[src/rtl/irq_disp_pkg.sv]
`timescale 1ns/1ps
package irq_disp_pkg;
  // Entry kinds reported on kind_out
  typedef enum logic [2:0] {
    KIND_NONE   = 3'd0,
    KIND_HIGH   = 3'd1,
    KIND_KERNEL = 3'd2,
    KIND_USER   = 3'd3,
    KIND_DOUBLE = 3'd4
  } take_kind_e;

  // Status word field positions decoded by the core
  localparam int PS_LVL_LSB  = 0;
  localparam int PS_LVL_W    = 4;
  localparam int PS_EXCM_BIT = 4;
  localparam int PS_UM_BIT   = 5;
endpackage

[src/rtl/irq_level_qualify.sv]
`timescale 1ns/1ps
module irq_level_qualify #(
  parameter int NUM_IRQ    = 32,
  parameter int NUM_LEVELS = 6,
  parameter int LW         = 3
) (
  input  logic                              req_valid,
  input  logic                              hold_off,
  input  logic [LW-1:0]                     req_level,
  input  logic [irq_disp_pkg::PS_LVL_W-1:0] cur_level,
  input  logic [NUM_IRQ-1:0]                irq_set,
  input  logic [NUM_IRQ-1:0]                irq_en,
  input  logic [(NUM_LEVELS+1)*NUM_IRQ-1:0] lvl_mask_flat,
  output logic                              accept
);
  localparam int SLOTS = 1 << LW;
  localparam int CMP_W = (LW > irq_disp_pkg::PS_LVL_W) ? LW + 1 : irq_disp_pkg::PS_LVL_W + 1;

  logic [NUM_IRQ-1:0] live;
  logic [SLOTS-1:0]   lvl_hit;
  logic [CMP_W-1:0]   lvl_ext, cur_ext;

  assign live = irq_set & irq_en;

  for (genvar g = 0; g < SLOTS; g++) begin : g_hit
    if (g <= NUM_LEVELS) begin : g_real
      assign lvl_hit[g] = |(lvl_mask_flat[g*NUM_IRQ +: NUM_IRQ] & live);
    end else begin : g_none
      assign lvl_hit[g] = 1'b0;
    end
  end

  assign lvl_ext = CMP_W'(req_level);
  assign cur_ext = CMP_W'(cur_level);

  always_comb begin
    accept = 1'b0;
    if (req_valid && !hold_off && (lvl_ext > cur_ext) &&
        (lvl_ext <= CMP_W'(NUM_LEVELS)) && lvl_hit[req_level])
      accept = 1'b1;
  end
endmodule

[src/rtl/irq_vector_sel.sv]
`timescale 1ns/1ps
module irq_vector_sel
  import irq_disp_pkg::*;
#(
  parameter int            AW        = 32,
  parameter int            LW        = 3,
  parameter bit            RELOC_EN  = 1'b1,
  parameter logic [AW-1:0] DEF_BASE  = 32'h4000_0000,
  parameter logic [AW-1:0] KRN_OFS   = 32'h0000_0300,
  parameter logic [AW-1:0] USR_OFS   = 32'h0000_0340,
  parameter logic [AW-1:0] DBL_OFS   = 32'h0000_03C0,
  parameter logic [AW-1:0] HI_OFS    = 32'h0000_0180,
  parameter logic [AW-1:0] HI_STRIDE = 32'h0000_0040
) (
  input  logic [LW-1:0] level,
  input  logic          excm,
  input  logic          um,
  input  logic [AW-1:0] vec_base,
  output take_kind_e    kind,
  output logic [AW-1:0] target
);
  logic [AW-1:0] ofs, fixed_vec;

  always_comb begin
    kind = KIND_HIGH;
    ofs  = HI_OFS + HI_STRIDE * (AW'(level) - AW'(2));
    if (level == LW'(1)) begin
      if (excm) begin
        kind = KIND_DOUBLE;
        ofs  = DBL_OFS;
      end else if (um) begin
        kind = KIND_USER;
        ofs  = USR_OFS;
      end else begin
        kind = KIND_KERNEL;
        ofs  = KRN_OFS;
      end
    end
  end

  assign fixed_vec = DEF_BASE + ofs;

  if (RELOC_EN) begin : g_reloc
    assign target = fixed_vec - DEF_BASE + vec_base;
  end else begin : g_fixed
    logic unused_base;
    assign unused_base = ^vec_base;
    assign target = fixed_vec;
  end
endmodule

[src/rtl/irq_save_bank.sv]
`timescale 1ns/1ps
module irq_save_bank #(
  parameter int AW         = 32,
  parameter int NUM_LEVELS = 6,
  parameter int LW         = 3,
  parameter bit HAS_DEPC   = 1'b1
) (
  input  logic                       clk,
  input  logic                       rst,
  input  logic                       we,
  input  logic [LW-1:0]              level,
  input  logic                       is_double,
  input  logic [AW-1:0]              pc_in,
  input  logic [AW-1:0]              ps_in,
  output logic [NUM_LEVELS*AW-1:0]   epc_flat,
  output logic [(NUM_LEVELS-1)*AW-1:0] eps_flat,
  output logic [AW-1:0]              depc_out
);
  // Save-PC slots, one per level
  for (genvar g = 1; g <= NUM_LEVELS; g++) begin : g_epc
    logic [AW-1:0] r;
    logic          wr;
    if (g == 1) begin : g_l1
      assign wr = we && (level == LW'(1)) && !(is_double && HAS_DEPC);
    end else begin : g_hi
      assign wr = we && (level == LW'(g));
    end
    always_ff @(posedge clk) begin
      if (rst)     r <= '0;
      else if (wr) r <= pc_in;
    end
    assign epc_flat[(g-1)*AW +: AW] = r;
  end

  // Save-status slots, high levels only
  for (genvar g = 2; g <= NUM_LEVELS; g++) begin : g_eps
    logic [AW-1:0] r;
    always_ff @(posedge clk) begin
      if (rst)                            r <= '0;
      else if (we && (level == LW'(g)))   r <= ps_in;
    end
    assign eps_flat[(g-2)*AW +: AW] = r;
  end

  if (HAS_DEPC) begin : g_depc
    logic [AW-1:0] r;
    always_ff @(posedge clk) begin
      if (rst)                                        r <= '0;
      else if (we && is_double && level == LW'(1))    r <= pc_in;
    end
    assign depc_out = r;
  end else begin : g_no_depc
    assign depc_out = '0;
  end
endmodule

[src/rtl/irq_level_dispatch.sv]
`timescale 1ns/1ps
module irq_level_dispatch
  import irq_disp_pkg::*;
#(
  parameter int            AW         = 32,
  parameter int            NUM_IRQ    = 32,
  parameter int            NUM_LEVELS = 6,
  parameter int            CW         = 6,
  parameter logic [CW-1:0] L1_CAUSE   = 6'd4,
  parameter bit            HAS_DEPC   = 1'b1,
  parameter bit            RELOC_EN   = 1'b1,
  parameter logic [AW-1:0] DEF_BASE   = 32'h4000_0000,
  parameter logic [AW-1:0] KRN_OFS    = 32'h0000_0300,
  parameter logic [AW-1:0] USR_OFS    = 32'h0000_0340,
  parameter logic [AW-1:0] DBL_OFS    = 32'h0000_03C0,
  parameter logic [AW-1:0] HI_OFS     = 32'h0000_0180,
  parameter logic [AW-1:0] HI_STRIDE  = 32'h0000_0040,
  localparam int           LW         = $clog2(NUM_LEVELS + 1)
) (
  input  logic                              clk,
  input  logic                              rst,
  input  logic                              req_valid,
  input  logic [LW-1:0]                     req_level,
  input  logic [NUM_IRQ-1:0]                irq_set,
  input  logic [NUM_IRQ-1:0]                irq_en,
  input  logic [(NUM_LEVELS+1)*NUM_IRQ-1:0] lvl_mask_flat,
  input  logic [AW-1:0]                     ps_in,
  input  logic [AW-1:0]                     pc_in,
  input  logic [AW-1:0]                     vec_base,
  output logic [AW-1:0]                     pc_out,
  output logic [AW-1:0]                     ps_out,
  output logic [NUM_LEVELS*AW-1:0]          epc_flat,
  output logic [(NUM_LEVELS-1)*AW-1:0]      eps_flat,
  output logic [AW-1:0]                     depc_out,
  output logic [CW-1:0]                     exccause_out,
  output logic [2:0]                        kind_out,
  output logic                              taken
);
  logic          accept;
  take_kind_e    kind_nx;
  logic [AW-1:0] target;
  logic [AW-1:0] ps_nx;
  logic          taken_q;

  irq_level_qualify #(
    .NUM_IRQ(NUM_IRQ), .NUM_LEVELS(NUM_LEVELS), .LW(LW)
  ) u_qual (
    .req_valid    (req_valid),
    .hold_off     (taken_q),
    .req_level    (req_level),
    .cur_level    (ps_in[PS_LVL_LSB +: PS_LVL_W]),
    .irq_set      (irq_set),
    .irq_en       (irq_en),
    .lvl_mask_flat(lvl_mask_flat),
    .accept       (accept)
  );

  irq_vector_sel #(
    .AW(AW), .LW(LW), .RELOC_EN(RELOC_EN), .DEF_BASE(DEF_BASE),
    .KRN_OFS(KRN_OFS), .USR_OFS(USR_OFS), .DBL_OFS(DBL_OFS),
    .HI_OFS(HI_OFS), .HI_STRIDE(HI_STRIDE)
  ) u_vec (
    .level   (req_level),
    .excm    (ps_in[PS_EXCM_BIT]),
    .um      (ps_in[PS_UM_BIT]),
    .vec_base(vec_base),
    .kind    (kind_nx),
    .target  (target)
  );

  irq_save_bank #(
    .AW(AW), .NUM_LEVELS(NUM_LEVELS), .LW(LW), .HAS_DEPC(HAS_DEPC)
  ) u_bank (
    .clk      (clk),
    .rst      (rst),
    .we       (accept),
    .level    (req_level),
    .is_double(kind_nx == KIND_DOUBLE),
    .pc_in    (pc_in),
    .ps_in    (ps_in),
    .epc_flat (epc_flat),
    .eps_flat (eps_flat),
    .depc_out (depc_out)
  );

  // New status word: high levels raise the level field, all set exception mode
  always_comb begin
    ps_nx = ps_in;
    ps_nx[PS_EXCM_BIT] = 1'b1;
    if (kind_nx == KIND_HIGH)
      ps_nx[PS_LVL_LSB +: PS_LVL_W] = PS_LVL_W'(req_level);
  end

  always_ff @(posedge clk) begin
    if (rst) begin
      taken_q      <= 1'b0;
      pc_out       <= '0;
      ps_out       <= '0;
      kind_out     <= KIND_NONE;
      exccause_out <= '0;
    end else begin
      taken_q <= accept;
      if (accept) begin
        pc_out   <= target;
        ps_out   <= ps_nx;
        kind_out <= kind_nx;
        if (kind_nx != KIND_HIGH)
          exccause_out <= L1_CAUSE;
      end
    end
  end

  assign taken = taken_q;
endmodule

[config.mk]
export PLATFORM = sky130hd
export DESIGN_NAME = irq_level_dispatch
export DESIGN_NICKNAME = d
export VERILOG_FILES = /design/src/rtl/irq_disp_pkg.sv /design/src/rtl/irq_level_qualify.sv /design/src/rtl/irq_vector_sel.sv /design/src/rtl/irq_save_bank.sv /design/src/rtl/irq_level_dispatch.sv
export SDC_FILE = /design/constraint.sdc
export NUM_CORES = 1
export LEC_CHECK = 0
export BUFFER_PORTS_ARGS = -buffer_cell sky130_fd_sc_hd__buf_2
export CORE_AREA = 8 8 322 324
export DETAILED_ROUTE_END_ITERATION = 7
export DIE_AREA = 0 0 330 332
export PLACE_DENSITY = 0.36
export SYNTH_ARGS = -nofsm -noshare
export SYNTH_HDL_FRONTEND = slang
export SYNTH_SLANG_ARGS = --single-unit
[constraint.sdc]
create_clock -name clk -period 10.49 [get_ports clk]
set_clock_uncertainty 0.15 [all_clocks]
set_input_delay 1.049 -clock clk [delete_from_list [all_inputs] [get_ports clk]]
set_output_delay 1.049 -clock clk [all_outputs]
set_load 0.02 [all_outputs]
==> results.sh, run 1 <==
export IMPL_path_buf_inv=4
export IMPL_timing_rr_end="u_bank.g_epc[6].r[19]"
export IMPL_cts_resized=0
export IMPL_grt_max_degree=102
export IMPL_via_per_inst=4.51
export IMPL_wl_um=109000
export IMPL_hold_start="ps_out[4]"
export IMPL_period_minus_slack_ns=5.05
export IMPL_fin_cells=4181
export IMPL_gr_usage_all_layers_pct=18.8
export IMPL_hold_end="ps_out[4]"
export IMPL_antenna_found_initial=23
export IMPL_crit_slowest_cell="o22ai_4"
export IMPL_netlist_area_um2=19200
export IMPL_layout_commonest_cell="buf_2"
export IMPL_setup_tns_ns=0
export IMPL_hold_buffers=0
export IMPL_ys_flop_type="dfxtp_1"
export IMPL_drv_slew=0
export IMPL_cp_depth=12
export IMPL_status="completed"
export IMPL_r2r_setup_slack_ns=5.73
export IMPL_setup_viol=0
export IMPL_post_synth_num_cell_types=54
export IMPL_clock_fmax_mhz=198
export IMPL_ys_ff_latch=453
export IMPL_postRouteAntennaNets=0
export IMPL_drc=0
export IMPL_rows=116
export IMPL_die_y_um=332
export IMPL_cp_max_fo=26
export IMPL_power_frac_comb_pct=11.0
export IMPL_overflow=0
export IMPL_p_seq_share_pct=42.4
export IMPL_hpwl_um=86500
export IMPL_p_clk_share_pct=46.6
export IMPL_setup_worst_path_class="input port to flop"
export IMPL_dr_pass1_iters=5
export IMPL_clkTransAtPathRegs_ns=0.06
export IMPL_powerDensity_nw_per_um2=156
export IMPL_period_share_pct=48.1
export IMPL_hold_worst_slack_ns=0.316
export IMPL_critical_path_endpoint_type="flop"
export IMPL_worstPathArrival_ns=5.37
export IMPL_fin_nets=3254
export IMPL_grt_first_pass_wirelength_um=150000
export IMPL_clockBufferDepth=3
export IMPL_crit_family="buffers and inverters"
export IMPL_cp_cell_sequence="buf_2 -> inv_1 -> ha_1 -> nor2b_1 -> o21ai_0 -> a211oi_1 -> nand4_1 -> o22ai_4 -> buf_4 -> buf_4 -> mux2i_1 -> nor2_1"
export IMPL_path_common_cell="buf_4"
export IMPL_synth_edf_count=0
export IMPL_initial_core_util_pct=19.4
export IMPL_routedWlPerCell_um=26.2
export IMPL_dp_cells=4070
export IMPL_ys_warn_count=0
export IMPL_die_w_um=330
export IMPL_fp_coreArea_um2=99000
export IMPL_cts_setup_buffers=0
export IMPL_cts_tree="built"
export IMPL_worstSetupStartpointType="input port"
export IMPL_vias=18859
export IMPL_async_reset_ff_share_pct=0
export IMPL_first_global_vias=18681
export IMPL_cts_buffers=55
export IMPL_p_sw_share_pct=26.4
export IMPL_avgSynthCellArea_um2=9.54
export IMPL_synthToLayoutAreaGrowth_pct=37.7
export IMPL_hold_violations=0
export IMPL_relSlewSlack_pct=34.9
export IMPL_worst_slew_pin_slew_ns=0.976
export IMPL_required_ns=10.81
export IMPL_layout_common_cells="buf_2 (841), nor2_1 (458), dfxtp_1 (453)"
export IMPL_drtIter0Drc=1463
export IMPL_drv_cap=0
export IMPL_rr_startpoint="taken"
export IMPL_p_switching_mw=1.09
export IMPL_dp_slack_ns=4.72
export IMPL_holdPathStages=2
export IMPL_cts_sinks=453
export IMPL_holdCritPathClass="flop to flop"
export IMPL_place_congestion=0.920
export IMPL_internal_power_mw=3.04
export IMPL_crit_path_max_incr_delay_ns=0.97
export IMPL_vdd_ir_drop_worst_uv=118
export IMPL_cts_max_level=2
export IMPL_rsz0062_at_grt="false"
export IMPL_drive_above_1_share_pct=33.7
export IMPL_seq_area_frac_synth_pct=47.1
export IMPL_r2r_cells=9
export IMPL_power_leakage_nw=11.4
export IMPL_fp_dieArea_um2=110000
export IMPL_insertion_delay_ns=0.60
export IMPL_root_buffer="clkbuf_16"
export IMPL_netlist_instances=2018
export IMPL_setup_ws_ns=5.44
export IMPL_port_buffers=842
export IMPL_io_pins=848
cell usage after synthesis, types with 4 or more instances:
library cell,number,area share (%)
a211oi_1,13,0.51
a21o_1,9,0.35
a21oi_1,30,0.78
and2_1,4,0.13
and3_1,5,0.16
buf_2,19,0.49
buf_4,16,0.62
buf_6,22,1.3
clkbuf_1,55,1.1
dfxtp_1,453,47
ha_1,34,2.2
inv_1,15,0.29
mux2i_1,427,22
nand2_1,23,0.45
nand2b_1,4,0.13
nand3_1,242,6.3
nand4_1,53,1.7
nor2_1,458,8.9
nor3_1,16,0.42
nor3b_1,6,0.23
nor4_1,13,0.42
o211ai_1,12,0.47
o21a_1,4,0.16
o21ai_0,20,0.52
or3_1,4,0.13
xnor2_1,11,0.50
xor2_1,7,0.32
per-stage QoR:
step / instance area, um2 / utilization [%] / total power, mW
final: 26500 / 26.8 / 4.13
after global routing: 26500 / 26.8 / 4.31
after CTS: 26500 / 26.7 / 4.22
after detailed placement: 24600 / 24.9 / 2.24
after global placement: 24600 / 24.9 / 2.24
after floorplan: 19300 / - / 1.99
worst max-delay path by stage:
| stage | startpoint | end | slack (ns) |
|---|---|---|---|
| 6_report | ps_in[1] | u_bank.g_epc[6].r[19] | 5.44 |
| 5_1_grt | ps_in[1] | u_bank.g_epc[6].r[16] | 5.12 |
| 4_1_cts | ps_in[1] | u_bank.g_epc[6].r[0] | 5.40 |
| 3_5_place_dp | ps_in[1] | u_bank.g_epc[6].r[9] | 4.72 |
| 3_3_place_gp | ps_in[1] | u_bank.g_epc[6].r[4] | 4.82 |
| 2_1_floorplan | req_level[1] | pc_out[31] | 6.41 |
cell type report:
cell class | instances | area, um2
clock inverters | 18 | 240
well taps | 1298 | 1620
diodes | 14 | 35.0
repair buffers | 862 | 4370
flip-flops and latches | 453 | 9070
clock buffers | 79 | 1590
fillers | 10862 | 72500
multi-input cells | 1440 | 9510
inverters | 17 | 63.8
cells by family after synthesis:
family | share of synthesized area (%)
and+or+nand+nor | 20.0
DFF | 47.1
muxes | 22.2
buffers and inverters | 3.81
AOI/OAI and AO/OA | 3.74
adders and majority gates | 2.31
xor gates and xnor gates | 0.819
other | 0.0195
metal layers:
layer	vias to the layer above	global-route usage (%)	share of wire (%)	routed length (um)
met3	127	5.59	8.1	8910
li1	8722	-	-	-
met4	8	4.65	2.1	2250
met1	9204	23.3	42	46100
met2	798	31.8	48	52200
met5	-	0	0.042	46
worst register-to-register path, delay by kind of cell, from the launching register on:
family                 cells  cell delay (ns)
flip-flops                 1             0.37
AND/OR/NAND/NOR            4             1.39
multiplexers               1             0.29
AO/OA/AOI/OAI              2             1.23
buffers and inverters      2             1.20
power groups by stage:
stage               logic [mW]  clock network, mW  registers [mW]
CTS                      0.453               2.01            1.75
global route             0.482               2.07            1.75
global placement         0.451                  0            1.79
detailed placement       0.451                  0            1.79
finish                   0.452               1.93            1.75
floorplan                0.178                  0            1.81
registers in the layout (all words and copies together) (netlist names):
name,count
u_bank.g_epc.r,192
exccause_out,1
u_bank.g_eps.r,160
taken,1
pc_out,32
kind_out,3
u_bank.depc_out,32
ps_out,32
Power figures use the tool's default switching activity.
==> run 2, diff against run 1 <==
--- a/config.mk
+++ b/config.mk
@@ -9,7 +9,7 @@
 export CORE_AREA = 8 8 322 324
 export DETAILED_ROUTE_END_ITERATION = 7
 export DIE_AREA = 0 0 330 332
-export PLACE_DENSITY = 0.36
+export PLACE_DENSITY = 0.37
 export SYNTH_ARGS = -nofsm -noshare
 export SYNTH_HDL_FRONTEND = slang
 export SYNTH_SLANG_ARGS = --single-unit
==> constraint.sdc (replaced) <==
create_clock -name clk -period 4.56 [get_ports clk]
set_clock_uncertainty 0.15 [all_clocks]
set_input_delay 0.456 -clock clk [delete_from_list [all_inputs] [get_ports clk]]
set_output_delay 0.456 -clock clk [all_outputs]
set_load 0.02 [all_outputs]
==> run 2 against run 1 <==
Routed wire length fell by 2.0%; cell count rose by 0.93%; highest routed layer unchanged; critical path type unchanged; worst setup slack got worse by 4.6 ns; design area rose by 1.7%; core utilization rose by 0.46 points.
==> results.sh, run 2 (synthesized netlist as in run 1, its figures left out) <==
export IMPL_fp_dieArea_um2=110000
export IMPL_place_congestion=0.929
export IMPL_antenna_found_initial=23
export IMPL_internal_power_mw=7.05
export IMPL_hold_violations=0
export IMPL_rr_startpoint="taken"
export IMPL_worstSetupStartpointType="input port"
export IMPL_p_clk_share_pct=46.7
export IMPL_fill_cells=11014
export IMPL_p_switching_mw=2.54
export IMPL_io_pins=848
export IMPL_layout_commonest_cell="buf_2"
export IMPL_setup_viol=0
export IMPL_root_buffer="clkbuf_16"
export IMPL_clkTransAtPathRegs_ns=0.06
export IMPL_cts_buffers=56
export IMPL_via_per_inst=4.42
export IMPL_setup_tns_ns=0
export IMPL_holdCritPathClass="input port to flop"
export IMPL_largest_reg_flops=192
export IMPL_period_minus_slack_ns=3.67
export IMPL_cts_tree="built"
export IMPL_drv_cap=0
export IMPL_hpwl_um=82900
export IMPL_power_leakage_nw=11.5
export IMPL_hold_end="u_bank.g_eps[4].r[21]"
export IMPL_cp_cell_sequence="buf_2 -> inv_2 -> nor2_1 -> nand2_1 -> nor3_1 -> nor2_1 -> ha_1 -> fa_1 -> a211oi_1 -> o21ai_0 -> o21ai_0 -> a21oi_1 -> a21oi_1 -> mux2i_1 -> o21ai_0 -> a21oi_1"
export IMPL_worst_slew_pin_slew_ns=0.965
export IMPL_critical_path_endpoint_type="flop"
export IMPL_cts_setup_buffers=0
export IMPL_wl_um=107000
export IMPL_r2r_cells=9
export IMPL_timing_rr_end="u_bank.g_epc[2].r[11]"
export IMPL_synthToLayoutAreaGrowth_pct=40.0
export IMPL_r2r_setup_slack_ns=1.13
export IMPL_first_global_vias=19013
export IMPL_top_regs="u_bank.g_epc.r x192, u_bank.g_eps.r x160"
export IMPL_p_seq_share_pct=42.0
export IMPL_largest_register="u_bank.g_epc.r"
export IMPL_cp_max_fo=8
export IMPL_clockBufferDepth=3
export IMPL_drv_slew=0
export IMPL_relSlewSlack_pct=35.6
export IMPL_fin_nets=3289
export IMPL_rows=116
export IMPL_crit_path_max_incr_delay_ns=0.47
export IMPL_routedWlPerCell_um=25.4
export IMPL_drc=0
export IMPL_cts_max_level=2
export IMPL_powerDensity_nw_per_um2=355
export IMPL_clock_fmax_mhz=272
export IMPL_die_y_um=332
export IMPL_vias=18653
export IMPL_holdPathStages=3
export IMPL_p_sw_share_pct=26.5
export IMPL_hold_start="ps_in[21]"
export IMPL_insertion_delay_ns=0.62
export IMPL_grt_max_degree=110
export IMPL_placed_area_um2=24800
export IMPL_required_ns=4.94
export IMPL_grt_first_pass_wirelength_um=149000
export IMPL_initial_core_util_pct=19.4
export IMPL_setup_worst_path_class="input port to flop"
export IMPL_status="completed"
export IMPL_overflow=0
export IMPL_period_share_pct=80.6
export IMPL_layout_common_cells="buf_2 (841), nor2_1 (458), dfxtp_1 (453)"
export IMPL_cts_sinks=453
export IMPL_drive_above_1_share_pct=33.5
export IMPL_drtIter0Drc=1507
export IMPL_final_cell_area_um2=27000
export IMPL_vdd_ir_drop_worst_uv=277
export IMPL_fp_coreArea_um2=99000
export IMPL_dr_pass1_iters=5
export IMPL_gr_usage_all_layers_pct=18.6
export IMPL_crit_slowest_cell="o21ai_0"
export IMPL_worstPathArrival_ns=4.05
export IMPL_port_buffers=842
export IMPL_power_frac_comb_pct=11.2
export IMPL_postRouteAntennaNets=0
export IMPL_rsz0062_at_grt="false"
export IMPL_die_w_um=330
run 2: worst max path at each step:
stage,from,end,slack (ns),cells past startpoint
after floorplan,req_level[1],pc_out[31],1.07,15
after global placement,req_level[0],pc_out[30],0.32,16
after detailed placement,req_level[0],pc_out[30],0.31,16
after CTS,req_level[0],pc_out[30],0.93,16
after global routing,req_level[0],pc_out[30],0.50,16
final,req_level[0],pc_out[30],0.89,16
run 2: repair_timing:
item                                   CTS  global route
hold buffers                            28             0
gates resized for setup                  0             0
endpoints found under the hold margin  100             0
run 2: power groups by stage:
stage	Combinational (mW)	Sequential [mW]	Clock (mW)
after global routing	1.15	4.03	4.80
final	1.08	4.03	4.48
after detailed placement	1.05	4.11	0
after floorplan	0.409	4.16	0
after CTS	1.08	4.03	4.66
after global placement	1.06	4.11	0
run 2: through the flow:
| stage | power (mW) | setup WS [ns] | hold slack (ns) | std cells | utilization, % |
|---|---|---|---|---|---|
| floorplan | 4.57 | 1.07 | 0.405 | 2022 | - |
| global placement | 5.18 | 0.320 | 0.303 | 4076 | 25.0 |
| detailed placement | 5.17 | 0.310 | 0.314 | 4076 | 25.0 |
| CTS | 9.76 | 0.934 | 0.000139 | 4201 | 27.2 |
| global route | 9.99 | 0.495 | 0.0302 | 4216 | 27.2 |
| finish | 9.58 | 0.886 | 0.0437 | 4220 | 27.2 |
run 2: area by class of cell:
cell class | count | area, um2 | share of cell area [%]
Tap cell | 1298 | 1620 | 6.03
Antenna cell | 19 | 47.5 | 0.176
Clock buffer | 81 | 1620 | 6.00
Timing Repair Buffer | 896 | 4810 | 17.9
Multi-Input combinational cell | 1440 | 9510 | 35.3
Clock inverter | 16 | 215 | 0.798
Inverter | 17 | 63.8 | 0.237
Sequential cell | 453 | 9070 | 33.6
run 2: worst max-delay path, delay by kind of cell:
| family | cells | cell delay (ns) |
|---|---|---|
| AO/OA/AOI/OAI | 7 | 1.85 |
| adder cells (fa/ha/maj) | 2 | 0.65 |
| AND/OR/NAND/NOR | 4 | 0.57 |
| buffers and inverters | 2 | 0.32 |
| multiplexers | 1 | 0.21 |
run 2: routing by layer:
| metal | part of all wire [%] | GRT usage [%] | up-vias |
|---|---|---|---|
| met5 | 0.052 | 0 | - |
| met4 | 3.4 | 6.81 | 10 |
| met3 | 8.6 | 6.50 | 163 |
| met2 | 45 | 28.9 | 795 |
| met1 | 43 | 23.5 | 8885 |
| li1 | - | - | 8800 |
==> run 3, diff against run 2 <==
--- a/config.mk
+++ b/config.mk
@@ -9,7 +9,7 @@
 export CORE_AREA = 8 8 322 324
 export DETAILED_ROUTE_END_ITERATION = 7
 export DIE_AREA = 0 0 330 332
-export PLACE_DENSITY = 0.37
+export PLACE_DENSITY = 0.36
 export SYNTH_ARGS = -nofsm -noshare
 export SYNTH_HDL_FRONTEND = slang
 export SYNTH_SLANG_ARGS = --single-unit
==> constraint.sdc (replaced) <==
create_clock -name clk -period 3.7 [get_ports clk]
set_clock_uncertainty 0.15 [all_clocks]
set_input_delay 0.37 -clock clk [delete_from_list [all_inputs] [get_ports clk]]
set_output_delay 0.37 -clock clk [all_outputs]
set_load 0.02 [all_outputs]
==> run 3 against run 2 <==
Routed wire length rose by 4.0%; die area did not move; global-route usage rose by 0.77 points; power rose by 25%; count of clock-buffer cells in the layout fell by 2; non-clock buffer count rose by 75; clock power rose by 25%; worst setup slack got worse by 0.50 ns; design area rose by 2.9%; flip-flop and latch count did not move; register-to-register slack got worse by 0.57 ns; via count rose by 2.4%.
==> results.sh, run 3 (synthesized netlist as in run 1, its figures left out) <==
export IMPL_status="completed"
export IMPL_grt_use_met3_pct=6.63
export IMPL_clock_fmax_mhz=302
export IMPL_insertion_delay_ns=0.61
export IMPL_layout_commonest_cell="buf_2"
export IMPL_largest_register="u_bank.g_epc.r"
export IMPL_synthToLayoutAreaGrowth_pct=44.2
export IMPL_period_share_pct=89.5
export IMPL_top_regs="u_bank.g_epc.r x192, u_bank.g_eps.r x160"
export IMPL_fin_cells=4299
export IMPL_postRouteAntennaNets=0
export IMPL_rows=116
export IMPL_vdd_ir_drop_worst_uv=313
export IMPL_fin_nets=3364
export IMPL_clockBufferDepth=3
export IMPL_wl_um=112000
export IMPL_first_global_vias=19517
export IMPL_cts_sinks=453
export IMPL_cts_max_level=2
export IMPL_cts_setup_buffers=0
export IMPL_critical_path_endpoint_type="flop"
export IMPL_fp_dieArea_um2=110000
export IMPL_r2r_setup_slack_ns=0.56
export IMPL_drive_above_1_share_pct=34.2
export IMPL_drv_slew=0
export IMPL_relSlewSlack_pct=47.3
export IMPL_largest_reg_flops=192
export IMPL_crit_path_max_incr_delay_ns=0.53
export IMPL_hold_start="pc_in[30]"
export IMPL_grt_use_met1_pct=23.3
export IMPL_crit_slowest_cell="dlygate4sd3_1"
export IMPL_port_buffers=842
export IMPL_drv_cap=0
export IMPL_placed_area_um2=25200
export IMPL_final_cell_area_um2=27700
export IMPL_holdPathStages=3
export IMPL_worst_slew_pin_slew_ns=0.791
export IMPL_grt_first_pass_wirelength_um=154000
export IMPL_grt_busiest_layer="met2"
export IMPL_grt_util_met2_pct=32.2
export IMPL_cp_max_fo=4
export IMPL_rsz0062_at_grt="false"
export IMPL_setup_worst_path_class="input port to flop"
export IMPL_required_ns=4.10
export IMPL_initial_core_util_pct=19.4
export IMPL_fill_cells=10771
export IMPL_grt_max_degree=96
export IMPL_die_y_um=332
export IMPL_die_w_um=330
export IMPL_hpwl_um=87400
export IMPL_setup_tns_ns=0
export IMPL_path_buf_inv=2
export IMPL_drtIter0Drc=1314
export IMPL_holdCritPathClass="input port to flop"
export IMPL_cts_tree="built"
export IMPL_timing_rr_end="u_bank.g_epc[6].r[29]"
export IMPL_powerDensity_nw_per_um2=432
export IMPL_layout_common_cells="buf_2 (841), nor2_1 (458), dfxtp_1 (453)"
export IMPL_hold_violations=0
export IMPL_rr_startpoint="taken"
export IMPL_io_pins=848
export IMPL_drc=0
export IMPL_clkTransAtPathRegs_ns=0.06
export IMPL_place_congestion=0.950
export IMPL_vias=19106
export IMPL_overflow=0
export IMPL_path_common_cell="a21oi_1"
export IMPL_via_per_inst=4.44
export IMPL_worstSetupStartpointType="input port"
export IMPL_cp_depth=14
export IMPL_worstPathArrival_ns=3.71
export IMPL_root_buffer="clkbuf_16"
export IMPL_hold_end="u_bank.g_epc[1].r[30]"
export IMPL_power_leakage_nw=11.9
export IMPL_gr_usage_all_layers_pct=19.3
export IMPL_routedWlPerCell_um=25.9
export IMPL_period_minus_slack_ns=3.31
export IMPL_antenna_found_initial=29
export IMPL_setup_viol=0
export IMPL_dp_cells=4115
export IMPL_fp_coreArea_um2=99000
export IMPL_cts_buffers=56
export IMPL_dr_pass1_iters=6
export IMPL_crit_start="ps_in[5]"
export IMPL_r2r_cells=10
export IMPL_crit_family="compound AO/OA/AOI/OAI gates"
export IMPL_final_util_pct=28.0
export IMPL_cp_cell_sequence="dlygate4sd3_1 -> buf_2 -> nor3_1 -> nor2_1 -> ha_1 -> fa_1 -> a211oi_1 -> o21ai_0 -> o21ai_1 -> a21oi_1 -> a21oi_1 -> mux2i_1 -> o21ai_0 -> a21oi_1"
==> run 3: cell types whose count changed in the layout (fill, tap and decap cells not counted), sizes merged <==
cell / delta
clkinv: +3
inv: +3
diode: -2
dlygate4sd3: +36
bufinv: -1
clkinvlp: +3
buf: +39
clkbuf: -2
==> run 3: cell type report <==
type                    instances  area (um2)  share of cell area (%)
diodes                         17        42.5                   0.153
multi-input cells            1440        9510                    34.3
flip-flops and latches        453        9070                    32.7
clock buffers                  79        1630                    5.87
repair buffers                971        5550                    20.0
inverters                      17        63.8                   0.230
clock inverters                24         263                   0.947
well taps                    1298        1620                    5.85
==> run 3: where the power goes <==
part	switching [mW]	internal [mW]	total [mW]
registers	0.0319	4.93	4.96
logic	0.903	0.510	1.41
clock network	2.32	3.29	5.61
==> run 3: what timing repair did <==
action,in CTS,in global routing
hold buffers,63,1
gates resized for setup,0,1
hold endpoints to repair,377,1
endpoints found under the setup margin,0,2
==> run 3: worst reg2reg max path, stage by stage, from the launching register on <==
cell,delay (ns)
dfxtp_1,0.37
nor3b_1,0.41
nand3_1,0.17
a211oi_1,0.42
o31ai_4,0.15
buf_4,0.20
or2_1,0.27
o22ai_4,0.21
buf_12,0.27
mux2i_1,0.36
nor2_1,0.05
==> run 3: per-stage QoR <==
stage	total power [mW]	hold slack, ns	setup WS, ns
finish	12.0	0.0516	0.388
global route	12.5	0.0217	0.136
CTS	12.2	0.00571	0.313
detailed placement	6.43	0.305	-0.0278
global placement	6.43	0.298	-0.0172
floorplan	5.64	0.367	0.300
==> run 3: worst max path at each step <==
stage / endpoint
2_1_floorplan: pc_out[31]
3_3_place_gp: pc_out[30]
3_5_place_dp: pc_out[30]
4_1_cts: pc_out[30]
5_1_grt: pc_out[30]
6_report: pc_out[30]
==> run 3: routing by layer <==
metal	vias up	wire length, um
met5	-	92
met4	16	2850
met3	161	10100
met2	743	52700
met1	9229	45800
li1	8957	-
